**src/rtl/backoff_pkg.sv**
```systemverilog
package backoff_pkg;

    typedef enum logic [1:0] {
        TRK_CLEAN  = 2'd0,
        TRK_ACTIVE = 2'd1,
        TRK_EXCESS = 2'd2
    } trk_state_t;

    typedef enum logic {
        OUT_IDLE   = 1'b0,
        OUT_STROBE = 1'b1
    } out_state_t;

endpackage

```
**src/rtl/backoff_lfsr.sv**
```systemverilog
module backoff_lfsr #(
    parameter int          WIDTH = 10,
    parameter int          TAP_HI = 9,
    parameter int          TAP_LO = 6,
    parameter logic [WIDTH-1:0] SEED = 1
) (
    input  logic             clk,
    input  logic             rst_n,
    output logic [WIDTH-1:0] value_o
);

    logic [WIDTH-1:0] shreg_q;
    logic [WIDTH-1:0] shreg_d;
    logic             fb_bit;

    always_comb begin
        fb_bit  = shreg_q[TAP_HI] ^ shreg_q[TAP_LO];
        shreg_d = {shreg_q[WIDTH-2:0], fb_bit};
        if (shreg_d == '0) begin
            shreg_d = SEED;
        end
    end

    always_ff @(posedge clk) begin
        if (!rst_n) begin
            shreg_q <= SEED;
        end else begin
            shreg_q <= shreg_d;
        end
    end

    assign value_o = shreg_q;


    lfsr_nonzero_chk: assert property (@(posedge clk) disable iff (!rst_n)
        shreg_q != '0);


    lfsr_moves_chk: assert property (@(posedge clk) disable iff (!rst_n)
        $past(rst_n) |-> shreg_q != $past(shreg_q));

endmodule

```
**src/rtl/backoff_count_trk.sv**
```systemverilog
module backoff_count_trk
    import backoff_pkg::*;
#(
    parameter int LIMIT = 16,
    parameter int N_W   = 5
) (
    input  logic           clk,
    input  logic           rst_n,
    input  logic           coll_pulse_i,
    input  logic           frame_done_i,
    output logic [N_W-1:0] count_o
);

    trk_state_t     state_q, state_d;
    logic [N_W-1:0] cnt_q, cnt_d;

    always_ff @(posedge clk) begin
        if (!rst_n) begin
            state_q <= TRK_CLEAN;
            cnt_q   <= '0;
        end else begin
            state_q <= state_d;
            cnt_q   <= cnt_d;
        end
    end

    always_comb begin
        state_d = state_q;
        cnt_d   = cnt_q;
        if (frame_done_i) begin
            state_d = TRK_CLEAN;
            cnt_d   = '0;
        end else begin
            unique case (state_q)
                TRK_CLEAN: begin
                    if (coll_pulse_i) begin
                        state_d = TRK_ACTIVE;
                        cnt_d   = N_W'(1);
                    end
                end
                TRK_ACTIVE: begin
                    if (coll_pulse_i) begin
                        cnt_d = cnt_q + N_W'(1);
                        if (cnt_q == N_W'(LIMIT - 1)) begin
                            state_d = TRK_EXCESS;
                        end
                    end
                end
                TRK_EXCESS: begin
                    cnt_d = N_W'(LIMIT);
                end
                default: begin
                    state_d = TRK_CLEAN;
                    cnt_d   = '0;
                end
            endcase
        end
    end

    always_comb begin
        count_o = cnt_q;
    end


    trk_ceiling_chk: assert property (@(posedge clk) disable iff (!rst_n)
        count_o <= N_W'(LIMIT));


    trk_clear_chk: assert property (@(posedge clk) disable iff (!rst_n)
        frame_done_i |=> count_o == '0);

endmodule

```
**src/rtl/backoff_range_mask.sv**
```systemverilog
module backoff_range_mask #(
    parameter int RW  = 10,
    parameter int N_W = 5
) (
    input  logic [N_W-1:0] n_i,
    input  logic [RW-1:0]  rand_i,
    output logic [RW-1:0]  mask_o,
    output logic [RW-1:0]  r_o
);

    for (genvar b = 0; b < RW; b++) begin : g_bit
        assign mask_o[b] = (32'(n_i) > b);
    end

    assign r_o = rand_i & mask_o;

endmodule

```
**src/rtl/backoff_rng.sv**
```systemverilog
module backoff_rng
    import backoff_pkg::*;
#(
    parameter int RW     = 10,
    parameter int CNT_W  = 4,
    parameter int SLOT_W = 16
) (
    input  logic                clk,
    input  logic                rst_n,
    input  logic                track_i,
    input  logic [CNT_W-1:0]    coll_cnt_i,
    input  logic                coll_pulse_i,
    input  logic                frame_done_i,
    input  logic                req_i,
    input  logic [SLOT_W-1:0]   slot_time_i,
    output logic [RW-1:0]       r_o,
    output logic [RW+SLOT_W-1:0] backoff_o,
    output logic                valid_o,
    output logic                exc_coll_o
);

    localparam int N_W    = CNT_W + 1;
    localparam int LIMIT  = 1 << CNT_W;
    localparam int TIME_W = RW + SLOT_W;

    logic [RW-1:0]     rand_w;
    logic [N_W-1:0]    trk_n_w;
    logic [N_W-1:0]    n_sel;
    logic [RW-1:0]     mask_w;
    logic [RW-1:0]     r_masked;
    logic              accept;
    logic [TIME_W-1:0] prod_w;

    out_state_t        ost_q, ost_d;
    logic [RW-1:0]     r_q;
    logic [TIME_W-1:0] bo_q;

    backoff_lfsr #(
        .WIDTH (RW),
        .TAP_HI(9),
        .TAP_LO(6),
        .SEED  (RW'(1))
    ) u_lfsr (
        .clk    (clk),
        .rst_n  (rst_n),
        .value_o(rand_w)
    );

    backoff_count_trk #(
        .LIMIT(LIMIT),
        .N_W  (N_W)
    ) u_trk (
        .clk         (clk),
        .rst_n       (rst_n),
        .coll_pulse_i(coll_pulse_i),
        .frame_done_i(frame_done_i),
        .count_o     (trk_n_w)
    );

    always_comb begin
        if (track_i) begin
            n_sel = trk_n_w;
        end else begin
            n_sel = {1'b0, coll_cnt_i} + N_W'(1);
        end
    end

    backoff_range_mask #(
        .RW (RW),
        .N_W(N_W)
    ) u_mask (
        .n_i   (n_sel),
        .rand_i(rand_w),
        .mask_o(mask_w),
        .r_o   (r_masked)
    );

    assign exc_coll_o = (n_sel >= N_W'(LIMIT));
    assign accept     = req_i && !exc_coll_o;
    assign prod_w     = TIME_W'(r_masked) * TIME_W'(slot_time_i);

    always_ff @(posedge clk) begin
        if (!rst_n) begin
            ost_q <= OUT_IDLE;
            r_q   <= '0;
            bo_q  <= '0;
        end else begin
            ost_q <= ost_d;
            if (accept) begin
                r_q  <= r_masked;
                bo_q <= prod_w;
            end
        end
    end

    always_comb begin
        unique case (ost_q)
            OUT_IDLE:   ost_d = accept ? OUT_STROBE : OUT_IDLE;
            OUT_STROBE: ost_d = accept ? OUT_STROBE : OUT_IDLE;
            default:    ost_d = OUT_IDLE;
        endcase
    end

    always_comb begin
        valid_o   = (ost_q == OUT_STROBE);
        r_o       = r_q;
        backoff_o = bo_q;
    end


    r_in_range_chk: assert property (@(posedge clk) disable iff (!rst_n)
        valid_o |-> (r_o & ~$past(mask_w)) == '0);


    strobe_cause_chk: assert property (@(posedge clk) disable iff (!rst_n)
        valid_o |-> $past(req_i));


    excess_refuse_chk: assert property (@(posedge clk) disable iff (!rst_n)
        exc_coll_o |=> !valid_o && $stable(r_o));


    product_chk: assert property (@(posedge clk) disable iff (!rst_n)
        valid_o |-> backoff_o == TIME_W'(r_o) * TIME_W'($past(slot_time_i)));

endmodule

```
**config.mk**
```make
export PLATFORM = sky130hd
export DESIGN_NAME = backoff_rng
export DESIGN_NICKNAME = d
export VERILOG_FILES = /design/src/rtl/backoff_pkg.sv /design/src/rtl/backoff_lfsr.sv /design/src/rtl/backoff_count_trk.sv /design/src/rtl/backoff_range_mask.sv /design/src/rtl/backoff_rng.sv
export SDC_FILE = /design/constraint.sdc
export NUM_CORES = 1
export LEC_CHECK = 0
export BUFFER_PORTS_ARGS = -buffer_cell sky130_fd_sc_hd__buf_2
export CAP_MARGIN = 15
export CELL_PAD_IN_SITES_DETAIL_PLACEMENT = 0
export CELL_PAD_IN_SITES_GLOBAL_PLACEMENT = 2
export CORE_ASPECT_RATIO = 1.1
export CORE_MARGIN = 2
export CORE_UTILIZATION = 34
export DETAILED_ROUTE_END_ITERATION = 12
export PLACE_DENSITY_LB_ADDON = 0.3
export SETUP_SLACK_MARGIN = 0.15
export SYNTH_ARGS = -nofsm -noshare
export SYNTH_HDL_FRONTEND = slang
export SYNTH_SLANG_ARGS = --single-unit
export TNS_END_PERCENT = 50
```
**constraint.sdc**
```tcl
create_clock -name clk -period 6.44 [get_ports clk]
set_input_delay 0.966 -clock clk [delete_from_list [all_inputs] [get_ports clk]]
set_output_delay 0.966 -clock clk [all_outputs]
set_load 0.02 [all_outputs]
```
==> metrics.txt, run 1 <==
input/output buffers=63; first-pass GRT wire length=35300 um; Root Driver=clkbuf_16; Die Area=roughly 24000 um2; die height=161 um; nets@finish=around 1200; Worst slew margin=0.457; CTS Buf Count=5; Post-synth top cells=nand2_1 (151), inv_1 (124), fa_1 (110); Via density=4.86; Layout area overhead=26.6%; number of DRC markers in iteration 0=172; max capacitance violation total=0; fin util=0.437; CP endpoint kind=flop; Worst Path Required=6.67 ns; number of synthesized flops with an enable pin=0; total gr overflow=0; switching power=367 uW; crit start category=input pin; Reg power frac=0.332; DRC violations left=0; CTS sink count=54; Worst-path clk slew=0.07 ns; top_reg_cell synth=dfxtp_1; HP Class=reg -> reg; status=complete, no violations; final setup violating endpoints=0; Die Wd=about 150 um; syn_nets=about 1100; Setup Skew=0.00512 ns; worst skew pair latency=0.30 ns; deepest clock path buffer count=2; post-route setup slack=0.230 ns; IO Count=64; Comb power frac=0.373; number of global-route vias before repair=between 6000 and 7000; DR WL/cell=16.2 um; critical path class=in -> reg; drt pass-1 iters=5; worst-margin pin slew=just over 0.8 ns; hpwl dp=~17000 um; count of final hold-check violations=0; RSZ-0062 raised after global routing=yes; post-synth top area cell=fa_1; pre-CTS setup slack=-0.393 ns; ant diodes=0; Post-Syn Instances=891; post-synthesis async set-or-reset flop share=0; row count=57; synth unique cells=66; Std-Cell Core Area=around 22000 um2; Design Area, Final=~9600 um2; Cell Pwr Density=~110 nW/um2; GR Util All Layers=0.188; pin count of the biggest net entering global routing=62; Detail Route Antenna Nets=0; layout cell share with drive strength beyond 1=0.267; VDD IR max=0.0934 mV; Int Pwr=714 uW; TritonCTS clock tree=built; total power=approximately 1100 uW; hold_buf cts=0; Pleak=between 0.004 and 0.005 uW; Inst Count DP=1289; via count=around 6400; fin crit period=6.21 ns; Post-Route WL=about 21000 um; clock power share=0.295; Slew Limit Fails=0; starting density of the core=0.345; dpl cell area=8810 um2; most frequent cell after synthesis=nand2_1; CTS H-tree depth=2; Net Sw Frac=0.339; share of the synthesized area in the top cell type=0.290; Synth Register Bits=54; Syn. warnings=0; CP max FO=7; sequential cell area fraction in the yosys report=0.142; non-filler cells, final=1309; Highest Clock Rate=approximately 160 MHz; Synth area leaders=fa_1 (29%), dfxtp_1 (14%), ha_1 (11%); initial antenna violation count=0; Critical Path AT=6.44 ns; fin crit share=0.964; Post-Syn Area=between 7000 and 8000 um2; GPL Wtd Cong=0.811; synthesized area per cell=8.53 um2
registers in the layout, summed over array words and instances (netlist names):
register / flops
backoff_o: 26
r_o: 10
u_lfsr.value_o: 10
u_trk.count_o: 5
u_trk.state_q: 2
valid_o: 1
per-stage QoR:
step / TNS (ns) / hold slack [ns]
final: 0 / 0.460
after global routing: 0 / 0.489
after CTS: 0 / 0.465
after detailed placement: -4.58 / 0.455
after global placement: -4.08 / 0.450
after floorplan: 0 / 0.446
layout make-up:
type	instances	area (um2)
timing repair buffer	161	1150
clock buffer	6	139
tap	295	369
clock inverter	1	30.0
multi-input combinational	668	6390
inverter	124	465
fill	2238	12400
sequential	54	1080
cells by family after synthesis:
kind of cell             synth area share
AO/OA/AOI/OAI                       0.129
adder cells (fa/ha/maj)             0.395
flip-flops                          0.142
multiplexers                      0.00428
buffers and inverters              0.0904
AND/OR/NAND/NOR                     0.221
XOR/XNOR                           0.0173
path summary, 6_finish.rpt:
check        slack [ns]  cells past startpoint                           from                         end
min                0.46                      2            r_o[7]$_SDFFE_PN0P_         r_o[7]$_SDFFE_PN0P_
min reg2reg        0.46                      2            r_o[7]$_SDFFE_PN0P_         r_o[7]$_SDFFE_PN0P_
max reg2reg        0.74                     21  u_trk.count_o[2]$_SDFFE_PP0P_  backoff_o[18]$_SDFFE_PN0P_
max                0.23                     24                  coll_cnt_i[0]  backoff_o[18]$_SDFFE_PN0P_
cells in the final DEF (no fill, tap or decap), types with 4 or more instances in the layout:
| cell type | count |
|---|---|
| nand2_1 | 143 |
| inv_1 | 121 |
| fa_1 | 107 |
| and2_1 | 82 |
| buf_4 | 82 |
| buf_2 | 60 |
| dfxtp_1 | 54 |
| ha_1 | 47 |
| o21ai_0 | 27 |
| nor2_1 | 22 |
| nand3_1 | 21 |
| a21oi_1 | 17 |
| a21boi_0 | 17 |
| ha_4 | 17 |
| buf_6 | 15 |
| a21oi_2 | 14 |
| and3_1 | 12 |
| nand2_2 | 7 |
| xnor2_1 | 7 |
| nand4_1 | 7 |
| and2_4 | 6 |
| a21oi_4 | 6 |
| xor2_1 | 6 |
| a21o_1 | 5 |
| a31oi_1 | 5 |
| clkbuf_16 | 5 |
| a21boi_2 | 4 |
| nor3b_1 | 4 |
| o21ai_2 | 4 |
| o21a_1 | 4 |
| nor3_1 | 4 |
power groups by stage:
stage                     Sequential [uW]  Combinational [uW]  Clock [uW]
after floorplan                       379                 210           0
after global placement                366                 354           0
after detailed placement              366                 354           0
after CTS                             359                 388         333
after global routing                  360                 449         345
final                                 358                 404         319
worst max-delay path, cell delays in order:
cell and delay, ns:
buf_8 0.10, buf_6 0.12, and3_4 0.17, a211oi_4 0.28
nor2_4 0.09, buf_6 0.14, a21boi_2 0.16, buf_6 0.15
buf_6 0.11, and2_4 0.13, fa_1 0.44, fa_1 0.50
fa_1 0.52, fa_1 0.56, inv_2 0.04, fa_1 0.54
inv_2 0.05, ha_4 0.29, nand2_4 0.07, nor4_4 0.26
a22oi_2 0.15, a21oi_1 0.16, mux2_2 0.35, o211ai_1 0.08
routing by layer:
metal  track usage  wire [um]  vias up
li1              -          -     3093
met3        0.0224        383       11
met2         0.347      11300       54
met1         0.240       9360     3201
met5             0          0        -
met4        0.0296        216        0
timing repair:
item / 4_1_cts / 5_1_grt
gates cloned: 1 / 0
gates resized for setup: 48 / 56
endpoints found under the hold margin: 0 / 0
setup endpoints to repair: 16 / 16
buffers inserted: 8 / 4
pin swaps: 43 / 45
(Power assumes the default switching activity.)
==> inputs of run 2 (changes only) <==
==> constraint.sdc (replaced) <==
create_clock -name clk -period 6.44 [get_ports clk]
set_input_delay 1.288 -clock clk [delete_from_list [all_inputs] [get_ports clk]]
set_output_delay 1.288 -clock clk [all_outputs]
set_load 0.02 [all_outputs]
==> run 2 against run 1 <==
Net effect:
- the run now ends with negative setup slack left
- hold slack better by 0.0027 ns
- global-route usage up 0.59 points
- first-iteration DRC count up 16%
- maximum frequency down 4.1%
- count of clock-buffer cells in the layout down 1
- sequential cell count unchanged
- clock skew up 0.0093 ns
- non-clock buffer count up 3
- routed wire length up 6.3%
==> metrics.txt, run 2 (synthesized netlist as in run 1, its figures left out) <==
status=finished with violations; failing checks=negative setup slack; CP endpoint kind=flop; Highest Clock Rate=154 MHz; Post-Route WL=22600 um; Setup Skew=0.0144 ns; dpl cell area=8980 um2; CTS sink count=54; reg2reg end=backoff_o[24]$_SDFFE_PN0P_; Std-Cell Core Area=22000 um2; CP max-delay cell=fa_2; fin crit share=1.01; worst skew pair latency=0.30 ns; row count=57; Cell Pwr Density=~110 nW/um2; fin util=0.449; fin crit period=between 6 and 7 ns; Die Wd=approximately 150 um; post-route setup slack=-0.0333 ns; pin count of the biggest net entering global routing=62; Root Driver=clkbuf_16; CP max FO=7; Via density=4.88; Slew Limit Fails=0; most frequent cells in the layout=nand2_1 (134), inv_1 (108), fa_1 (108), buf_4 (88), and2_1 (78); reg2reg path depth=21; critical path class=in -> reg; Die Area=23600 um2; layout cell share with drive strength beyond 1=0.307; initial antenna violation count=0; worst-margin pin slew=roughly 0.56 ns; DRC violations left=0; TritonCTS clock tree=built; nets@finish=1219; Worst slew margin=0.626; Critical Path AT=around 6.7 ns; CTS H-tree depth=2; final setup violating endpoints=2; most frequent CP cell=fa_1; via count=around 6400; starting density of the core=0.345; number of global-route vias before repair=6798; Layout area overhead=30.1%; IO Count=64; commonest non-fill, non-tap cell in the layout=nand2_1; CTS Buf Count=5; VDD IR max=0.0924 mV; GR Util All Layers=0.194; first-pass GRT wire length=36400 um; metal3 WL=between 600 and 700 um; count of final hold-check violations=0; Pleak=roughly 0.0047 uW; max capacitance violation total=0; Worst-path clk slew=0.08 ns; final hold slack=0.462 ns; Detail Route Antenna Nets=0; number of DRC markers in iteration 0=200; Design Area, Final=between 9000 and 10000 um2; RSZ-0062 raised after global routing=yes; total gr overflow=0; ant diodes=0; input/output buffers=63; Worst Hold Endpoint=r_o[7]$_SDFFE_PN0P_; Max Used Layer=met4; HP Class=reg -> reg; die height=161 um; worst hold path cell count=2; max reg flops=26; crit start category=input pin; drt pass-1 iters=4; GPL Wtd Cong=0.808; CP max stage delay=0.58 ns; worst reg2reg path startpoint=u_trk.count_o[2]$_SDFFE_PP0P_; hpwl dp=17100 um; deepest clock path buffer count=2; Hold Crit Start=r_o[7]$_SDFFE_PN0P_; wire length on met2=11600 um; worst reg-to-reg setup slack=0.89 ns; DR WL/cell=roughly 17 um; M1 wire length=10000 um; crit path cell chain=buf_8 > ha_4 > a21boi_4 > a211oi_4 > or2_4 > o31a_4 > and2_4 > fa_1 > fa_1 > inv_1 > fa_1 > fa_1 > inv_2 > fa_2 > ha_4 > a21oi_4 > o21ai_2 > a22oi_2 > buf_4 > a21oi_2 > o21a_1 > o31ai_1; Worst Path Required=6.66 ns
-- run 2: cell types whose count changed in the layout (fill, tap and decap cells not counted), moves of 3 or more --
cell / before / now
buf_4: 82 / 88
o21ai_1: 3 / 6
inv_2: 3 / 16
nor2_1: 22 / 19
buf_12: 2 / 7
buf_6: 15 / 5
inv_1: 121 / 108
and2_4: 6 / 10
nand2_4: 1 / 5
nand2_2: 7 / 12
o21ai_0: 27 / 22
and2_1: 82 / 78
nand2_1: 143 / 134
-- run 2: what timing repair did --
action | CTS | global route
setup endpoints to repair | 17 | 19
hold endpoints to repair | 0 | 0
cloned | 3 | 2
pin swaps | 30 | 37
hold buffers | 0 | 0
resized for setup | 65 | 52
setup buffers | 9 | 11
-- run 2: worst max path at each step --
stage | startpoint | endpoint | slack [ns] | depth (start not counted)
finish | coll_cnt_i[1] | backoff_o[24]$_SDFFE_PN0P_ | -0.03 | 22
global route | coll_cnt_i[1] | backoff_o[24]$_SDFFE_PN0P_ | -0.21 | 22
CTS | coll_cnt_i[1] | backoff_o[24]$_SDFFE_PN0P_ | -0.06 | 22
detailed placement | coll_cnt_i[0] | backoff_o[25]$_SDFFE_PN0P_ | -0.46 | 20
global placement | coll_cnt_i[0] | backoff_o[25]$_SDFFE_PN0P_ | -0.45 | 20
floorplan | coll_cnt_i[1] | backoff_o[18]$_SDFFE_PN0P_ | 0.11 | 21
-- run 2: cell type report --
cell class                      instances  area (um2)
Fill cell                            2224       12100
Inverter                              124         465
Sequential cell                        54        1080
Tap cell                              295         369
Clock buffer                            5         125
Multi-Input combinational cell        670        6590
Timing Repair Buffer                  164        1240
Clock inverter                          3        22.5
-- run 2: per-layer routing --
metal,vias to the layer above,GRT usage
met1,3208,0.253
met3,22,0.0224
met2,83,0.352
met5,-,0
met4,0,0.0313
li1,3109,-
-- run 2: where the power goes --
group | switching [uW] | total (uW) | internal [uW]
registers | 10.6 | 359 | 349
clock network | 137 | 284 | 147
logic | 247 | 439 | 192
total | 395 | 1080 | 688
-- run 2: metrics by stage --
| step | TNS, ns | worst slack (ns) | total power, uW | instances |
|---|---|---|---|---|
| after floorplan | 0 | 0.112 | 620 | 891 |
| after global placement | -5.80 | -0.454 | 755 | 1282 |
| after detailed placement | -5.84 | -0.463 | 754 | 1282 |
| after CTS | -0.124 | -0.0581 | 1070 | 1302 |
| after global routing | -1.38 | -0.211 | 1150 | 1315 |
| final | -0.0565 | -0.0333 | 1080 | 1315 |
-- run 2: critical path: cells and delay by family --
kind	cells	cell delay (ns)
AOI/OAI and AO/OA	9	1.55
buffers and inverters	4	0.39
adders and majority gates	7	2.96
and+or+nand+nor	2	0.49
==> inputs of run 3 (changes only) <==
--- a/config.mk
+++ b/config.mk
@@ -14,7 +14,7 @@
 export CORE_UTILIZATION = 34
 export DETAILED_ROUTE_END_ITERATION = 12
 export PLACE_DENSITY_LB_ADDON = 0.3
-export SETUP_SLACK_MARGIN = 0.15
+export SETUP_SLACK_MARGIN = 0.1
 export SYNTH_ARGS = -nofsm -noshare
 export SYNTH_HDL_FRONTEND = slang
 export SYNTH_SLANG_ARGS = --single-unit
==> run 3 against run 2 <==
Net effect:
- clock skew shrank 0.0091 ns
- the run now ends clean
- count of clock-buffer cells in the layout is the same
- combinational power shrank 5.9%
- maximum frequency grew 0.72%
- final area shrank 1.9%
- sequential share of layout area grew 0.21 points
- sequential power is essentially flat
- register-to-register slack is essentially flat
- sequential cell count is the same
- largest cell class unchanged
- cell count shrank 0.23%
==> metrics.txt, run 3 (synthesized netlist as in run 1, its figures left out) <==
final setup violating endpoints=0; CP max FO=7; die height=161 um; Root Driver=clkbuf_16; Setup Skew=0.00526 ns; worst-margin pin slew=0.576 ns; RSZ-0062 raised after global routing=yes; count of final hold-check violations=0; Pleak=approximately 0.0047 uW; Setup TNS Final=0 ns; Inst Count DP=1288; # fillers=2200; commonest non-fill, non-tap cell in the layout=nand2_1; hpwl dp=16800 um; max reg flops=26; VDD IR max=0.102 mV; drt pass-1 iters=4; Critical Path AT=about 6.6 ns; input/output buffers=63; Std-Cell Core Area=22000 um2; starting density of the core=0.345; fin crit period=about 6.4 ns; status=complete, no violations; number of global-route vias before repair=around 6500; non-filler cells, final=1312; GPL Wtd Cong=0.784; Worst slew margin=0.616; critical path class=in -> reg; CP endpoint kind=flop; Post-Route WL=21000 um; GR Util All Layers=0.183; max capacitance violation total=0; crit start category=input pin; deepest clock path buffer count=2; total gr overflow=0; Cell Pwr Density=about 110 nW/um2; Worst Path Required=6.65 ns; fin crit share=0.998; Via density=4.79; Design Area, Final=9700 um2; Slew Limit Fails=0; Worst-path clk slew=~0.070 ns; Layout area overhead=27.7%; Highest Clock Rate=156 MHz; first-pass GRT wire length=34500 um; CTS Buf Count=5; DR WL/cell=16.0 um; worst skew pair latency=0.30 ns; DRC violations left=0; TritonCTS clock tree=built; IO Count=64; Die Wd=147 um; pin count of the biggest net entering global routing=62; row count=57; CTS sink count=54; via count=6290; HP Class=reg -> reg; ant diodes=0; nets@finish=1216; dpl cell area=8980 um2; CTS H-tree depth=2; most frequent cells in the layout=nand2_1 (138), inv_1 (117), fa_1 (109), buf_4 (87), and2_1 (83); number of DRC markers in iteration 0=~260; Detail Route Antenna Nets=0; layout cell share with drive strength beyond 1=0.279; Die Area=23600 um2; initial antenna violation count=0
[run 3: cell count changes in the layout (fill, tap and decap cells not counted), sizes merged]
cell | previous run | this run
clkbuf | 8 | 6
clkinv | 1 | 2
o21a | 6 | 5
buf | 161 | 163
o31a | 4 | 2
inv | 126 | 124
bufinv | 0 | 1
[run 3: repair_timing]
| action | CTS | global route |
|---|---|---|
| pin swaps | 68 | 25 |
| hold buffers | 0 | 0 |
| endpoints found under the setup margin | 16 | 18 |
| cloned | 0 | 1 |
| setup buffers | 13 | 3 |
| resized for setup | 67 | 28 |
[run 3: layout make-up]
type / instances / area [um2] / share of cell area
well taps: 295 / 369 / 0.0380
multi-input cells: 667 / 6410 / 0.661
clock buffers: 5 / 125 / 0.0129
repair buffers: 164 / 1210 / 0.125
flip-flops and latches: 54 / 1080 / 0.111
clock inverters: 3 / 40.0 / 0.00413
inverters: 124 / 465 / 0.0480
[run 3: routing by layer]
layer	up-vias	track usage	routed length, um
li1	3096	-	-
met4	0	0.0168	167
met2	70	0.331	10900
met1	3109	0.245	9460
met5	-	0	0
met3	15	0.0199	445
[run 3: worst paths after layout]
kind                                 startpoint  slack, ns  cells past startpoint                          to
setup / recovery                  coll_cnt_i[1]       0.01                     26  backoff_o[24]$_SDFFE_PN0P_
hold / removal              r_o[7]$_SDFFE_PN0P_       0.46                      2         r_o[7]$_SDFFE_PN0P_
setup reg to reg  u_trk.count_o[2]$_SDFFE_PP0P_       0.90                     22  backoff_o[24]$_SDFFE_PN0P_
hold reg to reg             r_o[7]$_SDFFE_PN0P_       0.46                      2         r_o[7]$_SDFFE_PN0P_
[run 3: where the power goes]
group / total (uW) / internal [uW] / switching, uW
logic: 413 / 181 / 233
clock network: 311 / 182 / 128
registers: 359 / 349 / 9.91
total: 1080 / 712 / 371
[run 3: critical path, cell delays in order]
cell	delay, ns
buf_8	0.11
ha_4	0.16
a21boi_2	0.13
a211oi_2	0.07
buf_4	0.15
or2_4	0.25
o31a_4	0.33
buf_12	0.15
buf_6	0.12
nand2_4	0.06
fa_1	0.40
inv_1	0.07
fa_1	0.43
fa_1	0.51
fa_1	0.50
inv_1	0.05
fa_1	0.49
inv_2	0.05
ha_4	0.29
nand2_4	0.07
nor4_4	0.27
a22oi_2	0.14
buf_4	0.17
a21oi_2	0.15
nor3_1	0.07
o31ai_1	0.17
[run 3: stage by stage]
step	utilization	hold WS (ns)	power, uW	setup slack, ns
after detailed placement	0.407	0.457	742	-0.566
after global placement	0.407	0.454	742	-0.545
after global routing	0.440	0.492	1150	-0.216
after floorplan	-	0.446	610	0.0651
after CTS	0.433	0.468	1090	-0.0913
final	0.440	0.462	1080	0.0132
